<file path="src/rtl/seg_pkg.sv">
package seg_pkg;
    typedef enum logic [1:0] {
        CAUSE_NONE    = 2'b00,
        CAUSE_RANGE   = 2'b01,
        CAUSE_BRACKET = 2'b10
    } seg_cause_e;
endpackage

</file>
<file path="src/rtl/seg_desc_bank.sv">
module seg_desc_bank #(
    parameter int VA_W    = 16,
    parameter int PA_W    = 20,
    parameter int RING_W  = 3,
    parameter int NUM_SEG = 4,
    localparam int BR_W   = RING_W + 1,
    localparam int DESC_W = 1 + 2 * VA_W + PA_W + 2 * BR_W,
    localparam int IDX_W  = (NUM_SEG > 1) ? $clog2(NUM_SEG) : 1
) (
    input  logic                             clk,
    input  logic                             rst_n,
    input  logic                             cfg_we,
    input  logic                             cfg_priv,
    input  logic [IDX_W-1:0]                 cfg_idx,
    input  logic [DESC_W-1:0]                cfg_desc,
    output logic [NUM_SEG-1:0][DESC_W-1:0]   desc_flat
);
    typedef struct packed {
        logic [NUM_SEG-1:0][DESC_W-1:0] tbl;
    } bank_state_t;

    bank_state_t state_d, state_q;

    always_comb begin
        state_d = state_q;
        if (cfg_we && cfg_priv && (int'(cfg_idx) < NUM_SEG)) begin
            state_d.tbl[cfg_idx] = cfg_desc;
        end
    end

    always_ff @(posedge clk) begin
        if (!rst_n) begin
            state_q <= '0;
        end else begin
            state_q <= state_d;
        end
    end

    assign desc_flat = state_q.tbl;

    // unprivileged configuration traffic must not disturb the table
    assert_nopriv_hold_R9: assert property (@(posedge clk) disable iff (!rst_n)
        (cfg_we && !cfg_priv) |=> $stable(state_q.tbl));
endmodule

</file>
<file path="src/rtl/seg_range_match.sv">
module seg_range_match #(
    parameter int VA_W    = 16,
    parameter int PA_W    = 20,
    parameter int RING_W  = 3,
    parameter int NUM_SEG = 4,
    localparam int BR_W   = RING_W + 1,
    localparam int DESC_W = 1 + 2 * VA_W + PA_W + 2 * BR_W
) (
    input  logic [NUM_SEG-1:0][DESC_W-1:0] desc_flat,
    input  logic [VA_W-1:0]                addr,
    output logic                           hit,
    output logic [DESC_W-1:0]              sel_desc
);
    typedef struct packed {
        logic            valid;
        logic [VA_W-1:0] vbase;
        logic [VA_W-1:0] len;
        logic [PA_W-1:0] pbase;
        logic [BR_W-1:0] rd_br;
        logic [BR_W-1:0] wr_br;
    } desc_t;

    logic [NUM_SEG-1:0] hit_vec;

    for (genvar gi = 0; gi < NUM_SEG; gi++) begin : g_cmp
        desc_t           d;
        logic [VA_W-1:0] off;
        assign d          = desc_t'(desc_flat[gi]);
        assign off        = addr - d.vbase;
        assign hit_vec[gi] = d.valid && (addr >= d.vbase) && (off < d.len);
    end

    always_comb begin
        sel_desc = '0;
        for (int i = NUM_SEG - 1; i >= 0; i--) begin
            if (hit_vec[i]) begin
                sel_desc = desc_flat[i];
            end
        end
    end

    assign hit = |hit_vec;
endmodule

</file>
<file path="src/rtl/seg_xlate_unit.sv">
module seg_xlate_unit
    import seg_pkg::*;
#(
    parameter int VA_W    = 16,
    parameter int PA_W    = 20,
    parameter int RING_W  = 3,
    parameter int NUM_SEG = 4,
    localparam int BR_W   = RING_W + 1,
    localparam int IDX_W  = (NUM_SEG > 1) ? $clog2(NUM_SEG) : 1
) (
    input  logic              clk,
    input  logic              rst_n,
    input  logic              cfg_we,
    input  logic              cfg_priv,
    input  logic [IDX_W-1:0]  cfg_idx,
    input  logic              cfg_valid,
    input  logic [VA_W-1:0]   cfg_vbase,
    input  logic [VA_W-1:0]   cfg_len,
    input  logic [PA_W-1:0]   cfg_pbase,
    input  logic [BR_W-1:0]   cfg_rd_br,
    input  logic [BR_W-1:0]   cfg_wr_br,
    input  logic              req_valid,
    input  logic [VA_W-1:0]   req_addr,
    input  logic              req_write,
    input  logic [RING_W-1:0] req_ring,
    output logic              rsp_valid,
    output logic [PA_W-1:0]   rsp_paddr,
    output logic              rsp_fault,
    output logic [1:0]        rsp_cause
);
    localparam int DESC_W = 1 + 2 * VA_W + PA_W + 2 * BR_W;
    localparam int SUM_W  = (PA_W > VA_W) ? PA_W : VA_W;

    typedef struct packed {
        logic            valid;
        logic [VA_W-1:0] vbase;
        logic [VA_W-1:0] len;
        logic [PA_W-1:0] pbase;
        logic [BR_W-1:0] rd_br;
        logic [BR_W-1:0] wr_br;
    } desc_t;

    typedef struct packed {
        logic            valid;
        logic [PA_W-1:0] paddr;
        logic            fault;
        seg_cause_e      cause;
    } rsp_t;

    logic [NUM_SEG-1:0][DESC_W-1:0] desc_flat;
    logic [DESC_W-1:0]              cfg_desc, sel_flat;
    logic                           hit;
    desc_t                          sel;
    rsp_t                           rsp_d, rsp_q;

    assign cfg_desc = {cfg_valid, cfg_vbase, cfg_len, cfg_pbase, cfg_rd_br, cfg_wr_br};

    seg_desc_bank #(
        .VA_W(VA_W), .PA_W(PA_W), .RING_W(RING_W), .NUM_SEG(NUM_SEG)
    ) i_bank (
        .clk(clk), .rst_n(rst_n), .cfg_we(cfg_we), .cfg_priv(cfg_priv),
        .cfg_idx(cfg_idx), .cfg_desc(cfg_desc), .desc_flat(desc_flat)
    );

    seg_range_match #(
        .VA_W(VA_W), .PA_W(PA_W), .RING_W(RING_W), .NUM_SEG(NUM_SEG)
    ) i_match (
        .desc_flat(desc_flat), .addr(req_addr), .hit(hit), .sel_desc(sel_flat)
    );

    assign sel = desc_t'(sel_flat);

    always_comb begin
        logic [BR_W-1:0]  br;
        logic [VA_W-1:0]  off;
        logic [SUM_W-1:0] sum;
        rsp_d = '0;
        br    = req_write ? sel.wr_br : sel.rd_br;
        off   = req_addr - sel.vbase;
        sum   = SUM_W'(sel.pbase) + SUM_W'(off);
        if (req_valid) begin
            rsp_d.valid = 1'b1;
            if (!hit) begin
                rsp_d.fault = 1'b1;
                rsp_d.cause = CAUSE_RANGE;
            end else if (br[BR_W-1] || ({1'b0, req_ring} > br)) begin
                rsp_d.fault = 1'b1;
                rsp_d.cause = CAUSE_BRACKET;
            end else begin
                rsp_d.paddr = sum[PA_W-1:0];
            end
        end
    end

    always_ff @(posedge clk) begin
        if (!rst_n) begin
            rsp_q <= '0;
        end else begin
            rsp_q <= rsp_d;
        end
    end

    assign rsp_valid = rsp_q.valid;
    assign rsp_paddr = rsp_q.paddr;
    assign rsp_fault = rsp_q.fault;
    assign rsp_cause = rsp_q.cause;

    // response strobe trails the request strobe by one cycle
    assert_rsp_follows_R11: assert property (@(posedge clk) disable iff (!rst_n)
        req_valid |=> rsp_valid);
    assert_idle_follows_R11: assert property (@(posedge clk) disable iff (!rst_n)
        !req_valid |=> (!rsp_valid && !rsp_fault && rsp_paddr == '0));
    // a miss in the match stage surfaces as a range fault
    assert_miss_range_R3: assert property (@(posedge clk) disable iff (!rst_n)
        (req_valid && !hit) |=> (rsp_fault && rsp_cause == CAUSE_RANGE && rsp_paddr == '0));
    // a negative read bracket refuses every ring
    assert_neg_read_R6: assert property (@(posedge clk) disable iff (!rst_n)
        (req_valid && hit && !req_write && sel.rd_br[BR_W-1]) |=> (rsp_cause == CAUSE_BRACKET));
    // a write from a ring above the write bracket is refused
    assert_write_ring_R5: assert property (@(posedge clk) disable iff (!rst_n)
        (req_valid && hit && req_write && ({1'b0, req_ring} > sel.wr_br))
        |=> (rsp_fault && rsp_cause == CAUSE_BRACKET));
endmodule

</file>
<file path="config.mk">
export PLATFORM = sky130hd
export DESIGN_NAME = seg_xlate_unit
export DESIGN_NICKNAME = d
export VERILOG_FILES = /design/src/rtl/seg_pkg.sv /design/src/rtl/seg_desc_bank.sv /design/src/rtl/seg_range_match.sv /design/src/rtl/seg_xlate_unit.sv
export SDC_FILE = /design/constraint.sdc
export NUM_CORES = 1
export LEC_CHECK = 0
export ABC_AREA = 1
export BUFFER_PORTS_ARGS = -buffer_cell sky130_fd_sc_hd__buf_4
export CORE_ASPECT_RATIO = 2
export CORE_MARGIN = 1.5
export CORE_UTILIZATION = 49
export CTS_CLUSTER_DIAMETER = 60
export DETAILED_ROUTE_END_ITERATION = 8
export PLACE_DENSITY = 0.68
export SLEW_MARGIN = 10
export SYNTH_ARGS = -nofsm -noshare
export SYNTH_HDL_FRONTEND = slang
export SYNTH_SLANG_ARGS = --single-unit
</file>
<file path="constraint.sdc">
create_clock -name clk -period 11.3 [get_ports clk]
set_clock_uncertainty 0.2 [all_clocks]
set_input_delay 2.26 -clock clk [delete_from_list [all_inputs] [get_ports clk]]
set_output_delay 2.26 -clock clk [all_outputs]
set_load 0.01 [all_outputs]
</file>
# Word level (Yosys, flattened, before mapping)
# Index checks and enable logic that the tools add are counted.
# classes
n_addsub	6
order_cmp	11
muxes	13
bitwise	3
reduce_logical	15
# op_table
cell	count
bitwise mux 244 bit	1
2-to-1 mux 60 bit	4
demux 61 bit (select 2 bit)	1
subtractor 16 bit	5
>= comparator 16 bit	4
less-than comparator 16 bit	4
2-to-1 mux 61 bit	1
2-to-1 mux 20 bit	2
2-to-1 mux 24 bit	1
adder 20 x 16 -> 20 bit	1
logical AND 1 bit	10
OR reduction 4 bit	2
2-to-1 mux 3 bit	2
greater-than comparator 3 x 4 -> 1 bit	1
2-to-1 mux 4 bit	1
less-than comparator 2 x 3 -> 1 bit (second input constant)	1
inverter 1 bit	3
AND reduction 3 bit	1
>= comparator 2 x 1 -> 1 bit (second input constant)	1
AND reduction 2 bit	1
logical OR 1 bit	1
# totals
reg_bits	268
in_bits	88
output_inout_bits	24
wordCells	57

# Longest topological paths before layout
# Gate-level depths: netlist of the first run.
# logic_depth
word_depth	13
depth_mapped	51
ltp_nobuf	49

# Hierarchy
# Synthesis of the first run repeated with hierarchy kept, for this count alone.
# unflattened
hier_cells	3143
hier_area_um2	20711.1
# modules_own_cells
module	n_inst	cells_each	area_per_inst_um2	seq_area_each_um2
seg_desc_bank	1	1397	9650.5	4884.7
seg_range_match	1	1303	8373.0	0.0
seg_xlate_unit	1	443	2687.6	480.5

# Least setup slack after synthesis of the first run
# OpenSTA, ideal clock, no wires.
# synth_path
path_kind	input-to-reg
from	input req_addr[0]
to	register rsp_q (netlist bit rsp_paddr[19])
setup_time_ns	0.115
t_arrival_ns	8.465
required_ns	10.985
path_slack_ns	2.520
cell_stages	48
path_buffers	2
path_cell_list	inv_1 ha_1 fa_1 nand3b_1 nand2_1 nand2_1 nand2_1 a31oi_1 o21ai_0 a31oi_1 xnor2_1 ha_1 nand2_1 inv_1 o21ai_0 nand2_1 nor2_1 nand2_1 (+12 left out) a21oi_1 nor2_1 o21ai_0 nand2_1 or2_2 nand2_1 inv_1 ha_1 a21oi_1 nor2_1 a211oi_1 o21ai_0 nand2_1 nand2_1 nand4_1 nand2_1 a21oi_1 nor2_1
# synth_between
elab_chain_cells	11
elab_cells_between_ends	32
cone_classes	add/sub: 6; order compare: 9; mux: 5; bitwise: 1; reduce/logical: 11
# synth_lines
element	line	source
from (decl)	seg_xlate_unit.sv:23	input logic [VA_W-1:0] req_addr,
parallel branches: the longest is 11 deep, another holds adder 20 x 16 -> 20 bit	n/a	
to (signal assigned)	seg_xlate_unit.sv:99	rsp_q <= rsp_d;
to (decl)	seg_xlate_unit.sv:54	rsp_t rsp_d, rsp_q;
# Parallel ways; which one is timed is not known.
# A chain may end at the register's enable or synchronous reset.

# Worst setup path in the final report of the first run
# Ends and elaborated chain as after synthesis.

==> summary.md, run 1 <==
| Metric | Value |
|---|---|
| Worst-margin pin slew | `1.19 ns` |
| Final hold vios | `0` |
| Simple-gate share of the synthesized area | `18.9%` |
| Synth Area in XOR/XNOR | `4.31%` |
| Area Overhead vs Synth | `11.7%` |
| Net Count, Synth | `2550` |
| Non-filler cells, final | `2802` |
| CP max-delay cell | `fa_1` |
| Pint | `1.63 mW` |
| Part of the power in the clock network | `36.4%` |
| Sw frac | `31.1%` |
| Post-Syn Instances | `2298` |
| Chip Height | `261 um` |
| Global route overflow | `0` |
| R2r endpoint | `rsp_paddr[19]$_SDFF_PP0_` |
| Gpl congestion | `0.970` |
| Slew headroom | `20.6%` |
| Cells on worst reg2reg path | `44` |
| IO Port Bufs | `111` |
| CTS Hold Buffers Added | `0` |
| RSZ-0062 raised after global routing | `false` |
| Reg-to-reg slack, setup | `3.17 ns` |
| CP dominant cell by count | `nand2_1` |
| Cell area after synthesis | `16300 sq um` |
| Initial antenna violation count | `4` |
| WHS | `0.258 ns` |
| Reg2Reg Launch Point | `i_bank.desc_flat[46]$_SDFFE_PN0P_` |
| Vias in the first global route | `15200` |
| Crit Path Category | `input port to register` |
| Switch Pwr | `0.738 mW` |
| Routed WL | `55.1 mm` |
| Post-CTS Setup Bufs | `0` |
| Worst vdd ir | `0.110 mV` |
| H-Tree Depth | `1` |
| Vias per cell | `5.60` |
| WL/cell | `19.7 um` |
| Maximum clock rate | `0.104 GHz` |
| CTS tree | `done` |
| CP endpoint kind | `register` |
| Largest stage delay, worst path | `0.42 ns` |
| Pin count of the biggest net entering global routing | `141` |
| Cts bufs inserted | `25` |
| Cell Pwr Density | `130 nW/um^2` |
| Combinational Power Share | `21.9%` |
| Setup TNS | `0 ns` |
| #FFs+latches synth | `268` |
| Final min period | `9.65 ns` |
| Die area | `34400 sq um` |
| Root Driver | `clkbuf_16` |
| Placed cells | `2752` |
| Synth Flop Type | `dfxtp_1` |
| Fin. max-slew vios | `0` |
| Ys async rst share | `0%` |
| First-pass GRT wire length | `84.3 mm` |
| HP Class | `register to register` |
| Seq pwr share | `41.7%` |
| Detailed-route via count | `15700` |
| Worst-Skew Late Latency | `0.56 ns` |
| Die width | `132 um` |
| Fraction of layout cells with a size suffix above 1 | `8.88%` |
| Critical path required time | `11.55 ns` |
| Total Routing Usage GR | `31.9%` |
| Remaining DRCs | `0` |
| DR iter-0 viols | `971` |
| Adder-cell area share of the yosys netlist | `12.9%` |
| Max FO, Critical Path | `25` |
| Routed Antenna Nets | `0` |
| Outcome | `finished, final reports clean` |
| EDFF count, synth | `0` |
| Synth Area per Inst | `7.08 sq um` |
| Clk pin slew, worst setup/hold paths | `0.07 ns` |
| Sequential share of the synthesized area | `33.0%` |
| Crit share post-route | `85.4%` |
| Max cap viols | `0` |
| Layout Nets | `2599` |
| Clock sink total | `268` |
| WHS Path Cells | `2` |
| Post-synthesis mux area share | `0.0615%` |
| Synth warn | `0` |
| Compound-Gate Fraction of Synth Area | `22.0%` |
| Critical Path AT | `9.90 ns` |
| DP HPWL | `40.9 mm` |
| Worst Hold Launch | `i_bank.desc_flat[186]$_SDFFE_PN0P_` |
| Synth cell types | `41` |
| Hold EP | `i_bank.desc_flat[186]$_SDFFE_PN0P_` |
| CP startpoint kind | `input port` |
| Leak Pwr | `8.06 nW` |
| First-pass DRT Iterations | `5` |
| Initial Util | `49.6%` |
| I/O pin cnt | `112` |
| Row cnt | `94` |
| PostCTS Resize Cnt | `0` |
| Clk buf depth | `3` |
| Main combinational cell family by area after synthesis | `compound AO/OA/AOI/OAI gates` |
| Core area | `32800 sq um` |
| Setup-failing EPs final | `0` |
stage by stage:
stage	worst slack, ns	utilization (%)	total power [mW]	cell area, sq um
after CTS	1.73	55.3	2.39	18200
after floorplan	2.52	-	1.36	16300
after detailed placement	1.18	52.9	1.52	17400
after global routing	0.837	55.4	2.48	18200
after global placement	1.29	52.9	1.51	17400
final	1.65	55.4	2.37	18200
Yosys cell counts, drive strengths merged, types with 2 or more instances:
library cell | n | area share [%]
a21oi | 232 | 7.1
clkbuf | 91 | 2.1
ha | 158 | 12
nand3b | 5 | 0.23
nor3 | 10 | 0.31
xor2 | 54 | 2.9
nor2 | 336 | 8.4
nand2 | 290 | 6.8
a21o | 8 | 0.37
o21a | 5 | 0.23
nand4 | 13 | 0.50
o22ai | 9 | 0.35
buf | 17 | 0.62
and2 | 2 | 0.077
or2 | 5 | 0.19
a31oi | 20 | 0.77
fa | 6 | 0.74
o211ai | 10 | 0.46
a211oi | 20 | 0.92
dfxtp | 268 | 33
o21ai | 357 | 11
xnor2 | 26 | 1.4
o21bai | 6 | 0.28
nand3 | 73 | 2.5
a21boi | 8 | 0.37
inv | 264 | 6.1
worst max path at each step:
stage	startpoint	endpoint	slack [ns]
after floorplan	req_addr[0]	rsp_paddr[19]$_SDFF_PP0_	2.52
after detailed placement	req_addr[0]	rsp_paddr[19]$_SDFF_PP0_	1.18
after global placement	req_addr[0]	rsp_paddr[19]$_SDFF_PP0_	1.29
after global routing	req_addr[2]	rsp_paddr[18]$_SDFF_PP0_	0.84
after CTS	req_addr[0]	rsp_paddr[19]$_SDFF_PP0_	1.73
final	req_addr[0]	rsp_paddr[19]$_SDFF_PP0_	1.65
sequential cells by signal, indices dropped and copies added, names as in the netlist:
register          flops
rsp_paddr            20
rsp_cause             2
rsp_valid             1
i_bank.desc_flat    244
rsp_fault             1
placed cells by master (no fill, tap or decap), types with 25 or more instances in the layout:
cell type  instances
clkbuf_16         25
o21ai_0          354
xnor2_1           26
nand3_1           66
a21oi_1          232
nand2_1          285
dfxtp_1          268
inv_1            259
xor2_1            54
ha_1             158
buf_4            130
nor2_1           321
cell type report:
cell class | instances | area, sq um
inverters | 265 | 995
well taps | 432 | 541
repair buffers | 130 | 976
flip-flops and latches | 268 | 5370
fillers | 3186 | 14600
clock buffers | 35 | 713
multi-input cells | 1657 | 9480
diodes | 4 | 10.0
clock inverters | 11 | 90.1
metal layers:
layer	global-route usage (%)	vias up	part of all wire, %
li1	-	7711	-
met1	31.3	7204	35
met2	58.6	569	51
met3	3.44	212	4.6
met4	29.0	0	10
met5	0	-	0
logic make-up after synthesis:
group | Yosys count
and+or+nand+nor | 735
AOI/OAI and AO/OA | 677
buffers and inverters | 373
DFF | 268
adders and majority gates | 164
xor gates and xnor gates | 80
muxes | 1
power by group through the flow:
stage / combinational (mW) / clock (mW) / sequential (mW)
2_1_floorplan: 0.351 / 0 / 1.01
3_3_place_gp: 0.503 / 0 / 1.01
3_5_place_dp: 0.512 / 0 / 1.01
4_1_cts: 0.516 / 0.881 / 0.988
5_1_grt: 0.586 / 0.904 / 0.991
6_report: 0.520 / 0.862 / 0.989
worst max-delay path: cells and delay by family:
kind,cells,cell delay [ns]
AO/OA/AOI/OAI,14,2.92
adder cells (fa/ha/maj),5,1.52
AND/OR/NAND/NOR,20,2.36
buffers and inverters,5,0.83
Power figures use the tool's default switching activity.
==> inputs of run 2 (changes only) <==
REMOVE_ABC_BUFFERS = 1   (was default)
==> run 2 against run 1 <==
Against the previous run:
- sequential power hardly changed
- fmax is 3.0% lower
- via count is 0.92% lower
- clock power is 3.7% higher
- cell area is 0.29% higher
- core utilization is 0.16 points higher
- cell count is 0.11% lower
- highest routed layer unchanged
- critical path depth is 6 lower
- flip-flop and latch count stayed put
==> summary.md, run 2 (same netlist as run 1, synthesis figures left out) <==
| Metric | Value |
|---|---|
| Outcome | `finished, final reports clean` |
| Initial Util | `49.6%` |
| Global route overflow | `0` |
| Cell Pwr Density | `131 nW/um^2` |
| WL met3 | `2.31 mm` |
| Power after layout | `2.40 mW` |
| WL met1 | `18.5 mm` |
| RSZ-0062 raised after global routing | `false` |
| Crit Path Category | `input port to register` |
| CP dominant cell by count | `nand2_1` |
| Fin. max-slew vios | `0` |
| H-Tree Depth | `1` |
| DP HPWL | `35.6 mm` |
| Gpl congestion | `0.948` |
| WHS Path Cells | `2` |
| Leak Pwr | `8.08 nW` |
| Worst-margin pin slew | `1.07 ns` |
| Final min period | `9.95 ns` |
| Post-CTS Setup Bufs | `0` |
| Final hold vios | `0` |
| Cts bufs inserted | `26` |
| Max layer used | `met4` |
| Routed Antenna Nets | `0` |
| Row cnt | `94` |
| Vias in the first global route | `15200` |
| PostCTS Resize Cnt | `0` |
| Remaining DRCs | `0` |
| First-pass GRT wire length | `77.9 mm` |
| First-pass DRT Iterations | `5` |
| Chip Height | `261 um` |
| Largest stage delay, worst path | `0.58 ns` |
| Setup TNS | `0 ns` |
| Pin count of the biggest net entering global routing | `105` |
| Setup ws final | `1.35 ns` |
| Fraction of layout cells with a size suffix above 1 | `8.96%` |
| CP startpoint kind | `input port` |
| CTS Hold Buffers Added | `0` |
| Clock sink total | `268` |
| Root Driver | `clkbuf_16` |
| Maximum clock rate | `0.100 GHz` |
| Layout Nets | `2603` |
| CP endpoint kind | `register` |
| Clk buf depth | `3` |
| Commonest non-fill, non-tap cell in the layout | `o21ai_0` |
| Max FFs per register | `244` |
| DR iter-0 viols | `800` |
| Critical path required time | `11.60 ns` |
| CTS tree | `done` |
| Routed WL | `49.8 mm` |
| Met2 Wirelength | `26.1 mm` |
| Worst vdd ir | `0.0985 mV` |
| Die area | `34400 sq um` |
| Max FO, Critical Path | `57` |
| Critical Path AT | `10.26 ns` |
| Clk pin slew, worst setup/hold paths | `0.06 ns` |
| Area Overhead vs Synth | `12.0%` |
| Die width | `132 um` |
| Core area | `32800 sq um` |
| WL/cell | `17.8 um` |
| Initial antenna violation count | `1` |
| Total Routing Usage GR | `28.6%` |
| Highest-count cells in the layout ignoring fill and taps | `o21ai_0 (354), nor2_1 (321), nand2_1 (285)` |
| Final core utilization | `55.5%` |
| Crit share post-route | `88.1%` |
| Vias per cell | `5.56` |
| Detailed-route via count | `15600` |
| Cells on worst reg2reg path | `38` |
| I/O pin cnt | `112` |
| Pre-CTS setup slack | `1.03 ns` |
| HP Class | `register to register` |
| CP max-delay cell | `buf_4` |
| Max cap viols | `0` |
| Worst-Skew Late Latency | `0.58 ns` |
| Setup-failing EPs final | `0` |
| IO Port Bufs | `111` |
| Slew headroom | `28.4%` |
-- run 2: cell types whose count changed in the layout (fill, tap and decap cells not counted), moves of 2 or more --
cell      delta
clkbuf_1     -2
buf_4        +3
diode_2      -3
clkinv_2     -4
-- run 2: per-stage QoR --
| step | area, sq um | hold slack [ns] | std cells |
|---|---|---|---|
| global placement | 17400 | 0.236 | 2755 |
| detailed placement | 17400 | 0.244 | 2755 |
| CTS | 18200 | 0.253 | 2798 |
| floorplan | 15800 | 0.224 | 2190 |
| global route | 18200 | 0.281 | 2799 |
| finish | 18200 | 0.249 | 2799 |
-- run 2: path summary, 6_finish.rpt --
check	from	endpoint	slack, ns
worst max-delay path	req_addr[2]	rsp_paddr[12]$_SDFF_PP0_	1.35
worst min-delay path	i_bank.desc_flat[149]$_SDFFE_PN0P_	i_bank.desc_flat[149]$_SDFFE_PN0P_	0.25
worst max register to register	i_bank.desc_flat[46]$_SDFFE_PN0P_	rsp_paddr[12]$_SDFF_PP0_	2.81
worst min register to register	i_bank.desc_flat[149]$_SDFFE_PN0P_	i_bank.desc_flat[149]$_SDFFE_PN0P_	0.25
-- run 2: layer usage --
layer	track usage [%]	vias to the layer above
li1	-	7717
met4	17.2	0
met2	54.6	490
met5	0	-
met3	2.93	157
met1	29.8	7187
-- run 2: critical path: cells and delay by family --
family	cells	cell delay (ns)
AO/OA/AOI/OAI	15	3.82
buffers and inverters	4	0.86
XOR/XNOR	2	0.43
adder cells (fa/ha/maj)	4	1.29
AND/OR/NAND/NOR	13	1.62
-- run 2: where the power goes --
| group | leakage [nW] | total, mW | switching, mW | internal (mW) |
|---|---|---|---|---|
| Combinational | 5.49 | 0.512 | 0.321 | 0.191 |
| Clock | 0.409 | 0.894 | 0.401 | 0.494 |
| Sequential | 2.18 | 0.989 | 0.0128 | 0.976 |
-- run 2: layout make-up --
type	count	area, sq um
inverters	265	995
diodes	1	2.50
clock buffers	33	717
flip-flops and latches	268	5370
multi-input cells	1657	9480
fillers	3249	14600
clock inverters	10	124
well taps	432	541
repair buffers	133	998
==> inputs of run 3 (changes only) <==
ABC_AREA = default   (was 1)
==> run 3 against run 2 <==
Against the previous run:
- global-route usage up 1.8 points
- synthesized area up 3.6%
- highest routed layer unchanged
- setup slack worse by 0.61 ns
- core utilization up 1.6 points
- largest cell class unchanged
- sequential power down 1%
- register-to-register slack worse by 0.62 ns
- synthesized cell count down 4.6%
- largest power group unchanged
- die area up 3.6%
- first-iteration DRC count up 2.4%
- combinational power down 15%
- cell count down 1.7%
- wire length up 9.3%
==> summary.md, run 3 <==
| Metric | Value |
|---|---|
| First-pass DRT Iterations | `7` |
| Synth Area per Inst | `7.69 sq um` |
| Crit Path Category | `input port to register` |
| Synth Flop Type | `dfxtp_1` |
| Post-Syn Instances | `2193` |
| CP max-delay cell | `or4b_2` |
| Seq pwr share | `42.2%` |
| Slew headroom | `37.6%` |
| Part of the power in the clock network | `38.9%` |
| Worst-margin pin slew | `0.936 ns` |
| Cell Pwr Density | `120 nW/um^2` |
| Cts bufs inserted | `27` |
| Clk buf depth | `3` |
| Synth top cells by count | `nand2_1 (576), dfxtp_1 (268), a21boi_0 (253)` |
| I/O pin cnt | `112` |
| Leak Pwr | `7.24 nW` |
| N_diodes | `0` |
| Area Overhead vs Synth | `14.5%` |
| Power after layout | `2.31 mW` |
| Synth warn | `0` |
| CTS tree | `done` |
| Pint | `1.65 mW` |
| Setup-failing EPs final | `0` |
| Clock sink total | `268` |
| CP dominant cell by count | `a21oi_1` |
| IO Port Bufs | `111` |
| Core area | `33800 sq um` |
| WL/cell | `19.8 um` |
| Layout Nets | `2552` |
| Setup TNS | `0 ns` |
| Switch Pwr | `0.656 mW` |
| Highest-count cells in the layout ignoring fill and taps | `nand2_1 (574), dfxtp_1 (268), a21boi_0 (253)` |
| Critical Path AT | `10.82 ns` |
| Worst vdd ir | `0.130 mV` |
| Sw frac | `28.4%` |
| #FFs+latches synth | `268` |
| Count leader, synth | `nand2_1` |
| Vias per cell | `5.72` |
| DP HPWL | `38.8 mm` |
| Ys async rst share | `0%` |
| Global route overflow | `0` |
| Row cnt | `95` |
| Critical path required time | `11.56 ns` |
| Total Routing Usage GR | `30.3%` |
| Outcome | `finished, final reports clean` |
| Yosys top cell area share | `31.8%` |
| EDFF count, synth | `0` |
| Setup ws final | `0.738 ns` |
| Most area-consuming cells after synthesis | `dfxtp_1 (32%), nand2_1 (13%), ha_1 (12%)` |
| Commonest non-fill, non-tap cell in the layout | `nand2_1` |
| Vias in the first global route | `15800` |
| Routed Antenna Nets | `0` |
| Die area | `35600 sq um` |
| Critical path buffer and inverter count | `2` |
| Chip Height | `265 um` |
| Worst-Skew Late Latency | `0.57 ns` |
| Root Driver | `clkbuf_16` |
| Family with the most delay on the worst path | `compound AO/OA/AOI/OAI gates` |
| Reg-to-reg slack, setup | `2.19 ns` |
| H-Tree Depth | `1` |
| HP Class | `register to register` |
| First-pass GRT wire length | `83.9 mm` |
| Final core utilization | `57.2%` |
| Maximum clock rate | `0.0947 GHz` |
| CP startpoint kind | `input port` |
| Die width | `134 um` |
| Final hold vios | `0` |
| Fin. max-slew vios | `0` |
| Pre-CTS setup slack | `0.222 ns` |
| PostCTS Resize Cnt | `0` |
| CP endpoint kind | `register` |
| Pin count of the biggest net entering global routing | `96` |
| Detailed-route via count | `15800` |
| Fraction of layout cells with a size suffix above 1 | `11.2%` |
| Clk pin slew, worst setup/hold paths | `0.06 ns` |
| Initial antenna violation count | `0` |
| Post-CTS Setup Bufs | `0` |
| Crit share post-route | `93.5%` |
| RSZ-0062 raised after global routing | `false` |
| Remaining DRCs | `0` |
| Gpl congestion | `0.941` |
| Max FFs per register | `244` |
| CTS Hold Buffers Added | `0` |
| Cell area after synthesis | `16900 sq um` |
| Sequential share of the synthesized area | `31.8%` |
| Final min period | `10.56 ns` |
| Routed WL | `54.4 mm` |
| Synth cell types | `67` |
| Initial Util | `49.9%` |
| Combinational Power Share | `18.9%` |
| Final-layout fill cell count | `3251` |
| Max FO, Critical Path | `22` |
| DR iter-0 viols | `819` |
| Synth area leader | `dfxtp_1` |
| Max cap viols | `0` |
| Largest stage delay, worst path | `0.63 ns` |
[run 3: cells by family (layout without fill, tap and decap cells)]
| logic type | Yosys count | after routing | share of synthesized area [%] |
|---|---|---|---|
| multiplexers | 4 | 4 | 0.386 |
| AND/OR/NAND/NOR | 826 | 826 | 20.6 |
| buffers and inverters | 270 | 393 | 6.05 |
| AO/OA/AOI/OAI | 591 | 591 | 25.1 |
| flip-flops | 268 | 268 | 31.8 |
| adder cells (fa/ha/maj) | 164 | 164 | 12.4 |
| XOR/XNOR | 70 | 70 | 3.64 |
[run 3: path summary, 6_finish.rpt]
check	from	to	cells after the start
worst max-delay path	req_addr[1]	rsp_paddr[17]$_SDFF_PP0_	39
worst min-delay path	i_bank.desc_flat[209]$_SDFFE_PN0P_	i_bank.desc_flat[209]$_SDFFE_PN0P_	2
worst max register to register	i_bank.desc_flat[228]$_SDFFE_PN0P_	rsp_paddr[17]$_SDFF_PP0_	41
worst min register to register	i_bank.desc_flat[209]$_SDFFE_PN0P_	i_bank.desc_flat[209]$_SDFFE_PN0P_	2
[run 3: layer usage]
| metal | vias to the layer above | share of wire, % | GRT usage [%] |
|---|---|---|---|
| met1 | 7483 | 36 | 31.4 |
| met5 | - | 0 | 0 |
| li1 | 7693 | - | - |
| met2 | 423 | 53 | 57.7 |
| met4 | 0 | 6.7 | 19.6 |
| met3 | 151 | 3.8 | 2.33 |
[run 3: through the flow]
stage          hold slack, ns  area [sq um]  cells
5_1_grt                 0.284         19300   2752
4_1_cts                 0.262         19300   2752
6_report                0.262         19300   2752
2_1_floorplan           0.238         16400   2080
3_3_place_gp            0.248         18500   2707
3_5_place_dp            0.253         18500   2707
[run 3: final cells by class]
type | count | area, sq um | share of cell area (%)
repair buffers | 191 | 1450 | 7.49
flip-flops and latches | 268 | 5370 | 27.8
inverters | 157 | 589 | 3.05
multi-input cells | 1655 | 10500 | 54.4
clock buffers | 34 | 732 | 3.79
well taps | 436 | 546 | 2.83
clock inverters | 11 | 118 | 0.609
[run 3: worst register-to-register path: cells and delay by family, from the launching register on]
kind | cells | cell delay [ns]
AOI/OAI and AO/OA | 26 | 5.08
adders and majority gates | 5 | 1.43
and+or+nand+nor | 5 | 1.23
DFF | 1 | 0.46
xor gates and xnor gates | 3 | 0.45
buffers and inverters | 2 | 0.14
[run 3: power groups by stage]
stage	Clock, mW	Combinational [mW]	Sequential, mW
2_1_floorplan	0	0.262	0.993
3_3_place_gp	0	0.423	0.996
3_5_place_dp	0	0.433	0.996
4_1_cts	0.917	0.435	0.975
5_1_grt	0.948	0.482	0.977
6_report	0.899	0.436	0.975
